## config.mk

```make
export PLATFORM = sky130hd
export DESIGN_NAME = rate_limiter
export DESIGN_NICKNAME = d
export VERILOG_FILES = /design/src/rtl/rl_pkg.sv /design/src/rtl/rl_datapath.sv /design/src/rtl/rl_ctrl.sv /design/src/rtl/rate_limiter.sv
export SDC_FILE = /design/constraint.sdc
export NUM_CORES = 1
export LEC_CHECK = 0
export ABC_AREA = 1
export BUFFER_PORTS_ARGS = -buffer_cell sky130_fd_sc_hd__buf_4
export CAP_MARGIN = 15
export CELL_PAD_IN_SITES_DETAIL_PLACEMENT = 0
export CELL_PAD_IN_SITES_GLOBAL_PLACEMENT = 2
export CORE_MARGIN = 2
export CORE_UTILIZATION = 37
export CTS_CLUSTER_DIAMETER = 150
export DETAILED_ROUTE_END_ITERATION = 10
export GPL_TIMING_DRIVEN = 1
export PLACE_DENSITY_LB_ADDON = 0.1
export RECOVER_POWER = 100
export SLEW_MARGIN = 20
export SYNTH_ARGS = -nofsm -noshare
export SYNTH_HDL_FRONTEND = slang
export SYNTH_SLANG_ARGS = --single-unit
```

## constraint.sdc

```tcl
create_clock -name clk -period 7.1 [get_ports clk]
set_input_delay 1.065 -clock clk [delete_from_list [all_inputs] [get_ports clk]]
set_output_delay 1.065 -clock clk [all_outputs]
set_load 0.01 [all_outputs]
```

## src/rtl/rl_pkg.sv

```systemverilog
package rl_pkg;
  typedef struct packed {
    logic cfgLoad;
    logic charge;
  } rlStrobe_t;
endpackage

```

## src/rtl/rl_datapath.sv

```systemverilog
module rl_datapath
  import rl_pkg::*;
#(
  parameter int PKT_W   = 12,
  parameter int WCOST_W = 16,
  parameter int LIM_W   = 16,
  parameter int WCNT_W  = 11,
  parameter int REFILL  = 16
) (
  input  logic               clk,
  input  logic               rstN,
  input  rlStrobe_t          strobe,
  input  logic [PKT_W-1:0]   pktCostIn,
  input  logic [WCOST_W-1:0] wordCostIn,
  input  logic [LIM_W-1:0]   limitIn,
  input  logic [WCNT_W-1:0]  sopWords,
  output logic               withinLimit,
  output logic               costsZero
);
  localparam int PKT_SH_W = PKT_W + 8;
  localparam int WRD_W    = WCOST_W + WCNT_W;
  localparam int COST_W   = ((PKT_SH_W > WRD_W) ? PKT_SH_W : WRD_W) + 1;
  localparam int LIM_SH_W = LIM_W + 8;
  localparam int DEBT_W   = ((COST_W > LIM_SH_W) ? COST_W : LIM_SH_W) + 1;

  logic [PKT_W-1:0]   pktCostQ;
  logic [WCOST_W-1:0] wordCostQ;
  logic [LIM_W-1:0]   limitQ;
  logic [DEBT_W-1:0]  debtQ, debtD, drained;
  logic [COST_W-1:0]  pktTerm, wordTerm, cost, wordsExt, wordCostExt;
  logic [DEBT_W-1:0]  ceiling;

  always_ff @(posedge clk or negedge rstN) begin
    if (!rstN) begin
      pktCostQ  <= '0;
      wordCostQ <= '0;
      limitQ    <= '0;
    end else if (strobe.cfgLoad) begin
      pktCostQ  <= pktCostIn;
      wordCostQ <= wordCostIn;
      limitQ    <= limitIn;
    end
  end

  always_comb begin
    wordsExt    = {{(COST_W-WCNT_W){1'b0}}, sopWords};
    wordCostExt = {{(COST_W-WCOST_W){1'b0}}, wordCostQ};
    pktTerm     = {{(COST_W-PKT_SH_W){1'b0}}, pktCostQ, 8'h00};
    wordTerm    = wordsExt * wordCostExt;
    cost        = pktTerm + wordTerm;
    ceiling     = {{(DEBT_W-LIM_SH_W){1'b0}}, limitQ, 8'h00};
    drained     = (debtQ > DEBT_W'(REFILL)) ? debtQ - DEBT_W'(REFILL) : '0;
    debtD       = drained + (strobe.charge ? {{(DEBT_W-COST_W){1'b0}}, cost} : '0);
  end

  always_ff @(posedge clk or negedge rstN) begin
    if (!rstN) debtQ <= '0;
    else       debtQ <= debtD;
  end

  assign withinLimit = (debtQ <= ceiling);
  assign costsZero   = (pktCostQ == '0) && (wordCostQ == '0);

  // refill removes REFILL tokens when no charge
  a_r4_drain: assert property (@(posedge clk) disable iff (!rstN)
    (!strobe.charge && debtQ >= DEBT_W'(REFILL)) |=> debtQ == $past(debtQ) - DEBT_W'(REFILL));
  // saturation at zero
  a_r4_floor: assert property (@(posedge clk) disable iff (!rstN)
    (!strobe.charge && debtQ < DEBT_W'(REFILL)) |=> debtQ == '0);
  // a charge never wraps the counter below the charged amount
  a_r9_no_overflow: assert property (@(posedge clk) disable iff (!rstN)
    strobe.charge |=> debtQ >= {{(DEBT_W-COST_W){1'b0}}, $past(cost)});
  // settings load on strobe
  a_r2_load: assert property (@(posedge clk) disable iff (!rstN)
    strobe.cfgLoad |=> (limitQ == $past(limitIn)) && (pktCostQ == $past(pktCostIn)));
endmodule

```

## src/rtl/rl_ctrl.sv

```systemverilog
module rl_ctrl
  import rl_pkg::*;
(
  input  logic      clk,
  input  logic      rstN,
  input  logic      cfgWe,
  input  logic      sopValid,
  input  logic      withinLimit,
  input  logic      costsZero,
  output logic      allow,
  output rlStrobe_t strobe
);
  always_comb begin
    allow          = costsZero | withinLimit;
    strobe.cfgLoad = cfgWe;
    strobe.charge  = sopValid & allow & ~costsZero;
  end

  // no charge while stalled
  a_r6_stall_no_charge: assert property (@(posedge clk) disable iff (!rstN)
    !allow |-> !strobe.charge);
endmodule

```

## src/rtl/rate_limiter.sv

```systemverilog
module rate_limiter
  import rl_pkg::*;
#(
  parameter int PKT_W   = 12,
  parameter int WCOST_W = 16,
  parameter int LIM_W   = 16,
  parameter int WCNT_W  = 11,
  parameter int REFILL  = 16
) (
  input  logic               clk,
  input  logic               rstN,
  input  logic               cfgWe,
  input  logic [PKT_W-1:0]   cfgPktCost,
  input  logic [WCOST_W-1:0] cfgWordCost,
  input  logic [LIM_W-1:0]   cfgLimit,
  input  logic               sopValid,
  input  logic [WCNT_W-1:0]  sopWords,
  output logic               allow
);
  rlStrobe_t strobe;
  logic withinLimit, costsZero;

  rl_ctrl uCtrl (
    .clk(clk), .rstN(rstN), .cfgWe(cfgWe), .sopValid(sopValid),
    .withinLimit(withinLimit), .costsZero(costsZero),
    .allow(allow), .strobe(strobe)
  );

  rl_datapath #(
    .PKT_W(PKT_W), .WCOST_W(WCOST_W), .LIM_W(LIM_W),
    .WCNT_W(WCNT_W), .REFILL(REFILL)
  ) uDp (
    .clk(clk), .rstN(rstN), .strobe(strobe),
    .pktCostIn(cfgPktCost), .wordCostIn(cfgWordCost), .limitIn(cfgLimit),
    .sopWords(sopWords), .withinLimit(withinLimit), .costsZero(costsZero)
  );

  // zero costs keep the port open
  a_r7_open_when_zero: assert property (@(posedge clk) disable iff (!rstN)
    costsZero |-> allow);
endmodule

```

==> metrics.md <==
| Metric | Value |
|---|---|
| Status | complete, but fails checks |
| Failing checks | capacitance limit, slew limit |
| Clock H-tree levels | 3 |
| Critical Path Source Type | input pin |
| DIE WIDTH | between 150 and 200 um |
| Setup violations, final | 0 |
| Vias in the first global route | approximately 11000 |
| Number of enable flip-flop cells after synthesis | 0 |
| Critical path arrival | 6.97 ns |
| CTS tree | built |
| Avg Inst Size Synth | around 6.9 um^2 |
| FP Rows | 66 |
| Final WS setup | about 0.38 ns |
| Slew @ Worst Pin | approximately 3.7 ns |
| Pre-antenna DRT Iters | 7 |
| Worst min path class | reg -> reg |
| Starting density of the core | between 30% and 40% |
| Final core utilization | around two fifths |
| LEAKAGE | a little under 8 nW |
| Ant. Diodes | 0 |
| Hold Violations, Final | 0 |
| Via-to-Cell Ratio | approximately 4.7 |
| Netlist cell types | 36 |
| #FFs+latches synth | between 70 and 80 |
| Initial DRC Count | approximately 510 |
| CTS max path bufs | 2 |
| Clock latency on the worst-skew pair | around 0.37 ns |
| Largest net degree at the start of global routing | 86 |
| Synth cell count leaders | 513 x nand2_1, 410 x inv_1, 173 x nor2_1, 140 x fa_1, 117 x ha_1 |
| GRT Util Overall | between 20% and 30% |
| Post-Route WL | between 30000 and 40000 um |
| Number of remaining DRC errors | 0 |
| Post-DP HPWL | 32100 um |
| Initial antenna violation count | 0 |
| Clk_skew | a little over 0.01 ns |
| GRT overflow | 0 |
| Critical Path RT | roughly 7.4 ns |
| Slew Viols, Final | about 150 |
| Die height | roughly 190 um |
| Top post-synthesis cells by area | fa_1 23%, nand2_1 16%, dfrtp_1 15% |
| Clock root cell | clkbuf_16 |
| Syn Inst Count | 1791 |
| Hold_ws | 0.535 ns |
| Clock transition at path regs | roughly 0.060 ns |
| Critical path peak fanout | 16 |
| YS warnings | 0 |
| Power after layout | 7.17 mW |
| # clock sinks | 73 |
| Mapped Area | 0.0123 mm^2 |
| Crit Path Category | in -> reg |
| Seq/Total Area, Yosys | 14.8% |
| Relative slew slack | -144% |
| Peak supply drop | around 0.33 mV |
| Max Cap Viol | 2 |
| Mapped Nets | approximately 2100 |
| GP Congestion | 0.884 |
| CP Capture Type | register |
| Pwr dens | about 520 mW/mm^2 |
| # IOs | 60 |
| Setup TNS | 0 ns |
| Wire per inst | approximately 16 um |
| Vias post-DR | 10697 |
| Primary FF master, synth | dfrtp_1 |
| RSZ-0062 raised after global routing | false |
| Placement Setup Slack | -0.0543 ns |
| Final min period | approximately 6.7 ns |
| Setup bufs post-CTS | 0 |
| Yosys top cell area share | between 20% and 30% |
| Area Overhead vs Synth | 11.2% |
| # port buffers | between 50 and 60 |
| Fmax | roughly 150 MHz |
| Area leader, netlist | fa_1 |
| Layout cells sized above 1 | 7.34% |
| CTS Buf Count | 9 |
| Ys async rst share | 100% |
| Core Area | between 0.03 and 0.04 mm^2 |
| First-pass GRT wire length | about 62000 um |
| Die area | ~0.035 mm^2 |
| Post-DRT Antenna Nets | 0 |
| Cell with the most instances after synthesis | nand2_1 |
| Tcrit/Tclk final | a little over nine tenths |
| Fin nets | approximately 2200 |
cell type report:
cell class | instances | area (um^2)
flip-flops and latches | 73 | 1830
fillers | 3581 | 18900
clock buffers | 9 | 225
well taps | 442 | 553
multi-input cells | 1251 | 8700
repair buffers | 96 | 687
inverters | 416 | 1560
clock inverters | 7 | 119
logic make-up (layout without fill, tap and decap cells):
family	count (synthesis)	in the layout	synth area share, %
xor+xnor	45	45	3.20
fa+ha+maj	257	257	34.7
compound gates	137	137	5.79
simple gates	809	809	26.7
flops	73	73	14.8
mux	3	3	0.275
buf+inv	467	528	14.5
through the flow:
| step | cell area, um^2 | std cells |
|---|---|---|
| after floorplan | 12300 | 1791 |
| after global placement | 13400 | 2278 |
| after detailed placement | 13400 | 2278 |
| after CTS | 13700 | 2294 |
| after global routing | 13700 | 2294 |
| final | 13700 | 2294 |
registers in the layout (all words and copies together) (netlist names):
signal and count:
uDp.limitQ 16, uDp.wordCostQ 16, uDp.pktCostQ 12, uDp.debtQ 29
worst paths after layout:
kind,slack [ns],start,end,cells after the start
min in group asynchronous,0.90,rstN,uDp.debtQ[17]$_DFF_PN0_,1
worst min register to register,0.53,uDp.limitQ[10]$_DFFE_PN0P_,uDp.limitQ[10]$_DFFE_PN0P_,2
worst max-delay path,0.38,sopWords[9],uDp.debtQ[24]$_DFF_PN0_,28
max in group asynchronous,2.15,rstN,uDp.debtQ[10]$_DFF_PN0_,2
worst max register to register,0.48,uDp.wordCostQ[1]$_DFFE_PN0P_,uDp.debtQ[24]$_DFF_PN0_,27
worst min-delay path,0.53,uDp.limitQ[10]$_DFFE_PN0P_,uDp.limitQ[10]$_DFFE_PN0P_,2
what timing repair did:
action | CTS | global route
gates resized for setup | 0 | 4
endpoints found under the hold margin | 0 | 0
endpoints found under the setup margin | 0 | 4
hold buffers | 0 | 0
layer usage:
metal,track usage [%],vias up,wire length [um]
li1,-,5445,-
met1,29.0,5050,16800
met2,39.3,140,18100
met3,2.14,62,714
met4,9.48,0,1500
met5,0,-,0
report_power, final:
part	switching (mW)	internal (mW)	total [mW]
Sequential	0.176	0.534	0.710
Clock	0.206	0.343	0.549
Combinational	3.66	2.24	5.91
Total	4.05	3.12	7.17
critical path, stage by stage:
cell	delay (ns)
buf_4	0.20
nand2_1	0.10
fa_1	0.52
fa_1	0.55
inv_1	0.06
fa_1	0.53
fa_1	0.56
inv_1	0.06
fa_1	0.53
inv_1	0.05
ha_1	0.35
nand2_1	0.13
nor2_2	0.23
nand2_1	0.08
nand3_1	0.19
nand2_1	0.08
nand2_1	0.08
xnor2_1	0.12
nor2_1	0.06
ha_1	0.36
a21oi_1	0.29
o21ai_0	0.21
nor2_1	0.14
nand2_1	0.14
nand2_1	0.12
nand2_1	0.05
nand2_1	0.05
nand2_1	0.05
placed cells by master (no fill, tap or decap), types with 15 or more instances in the layout:
cell     instances
ha_1           117
nand3_1         56
dfrtp_1         73
inv_1          410
nor2_1         172
nand4_1         28
xor2_1          29
a21oi_1         59
xnor2_1         15
o21ai_0         69
buf_4           87
nand2_1        514
fa_1           140
No activity file was read; power rests on OpenSTA's default activity.
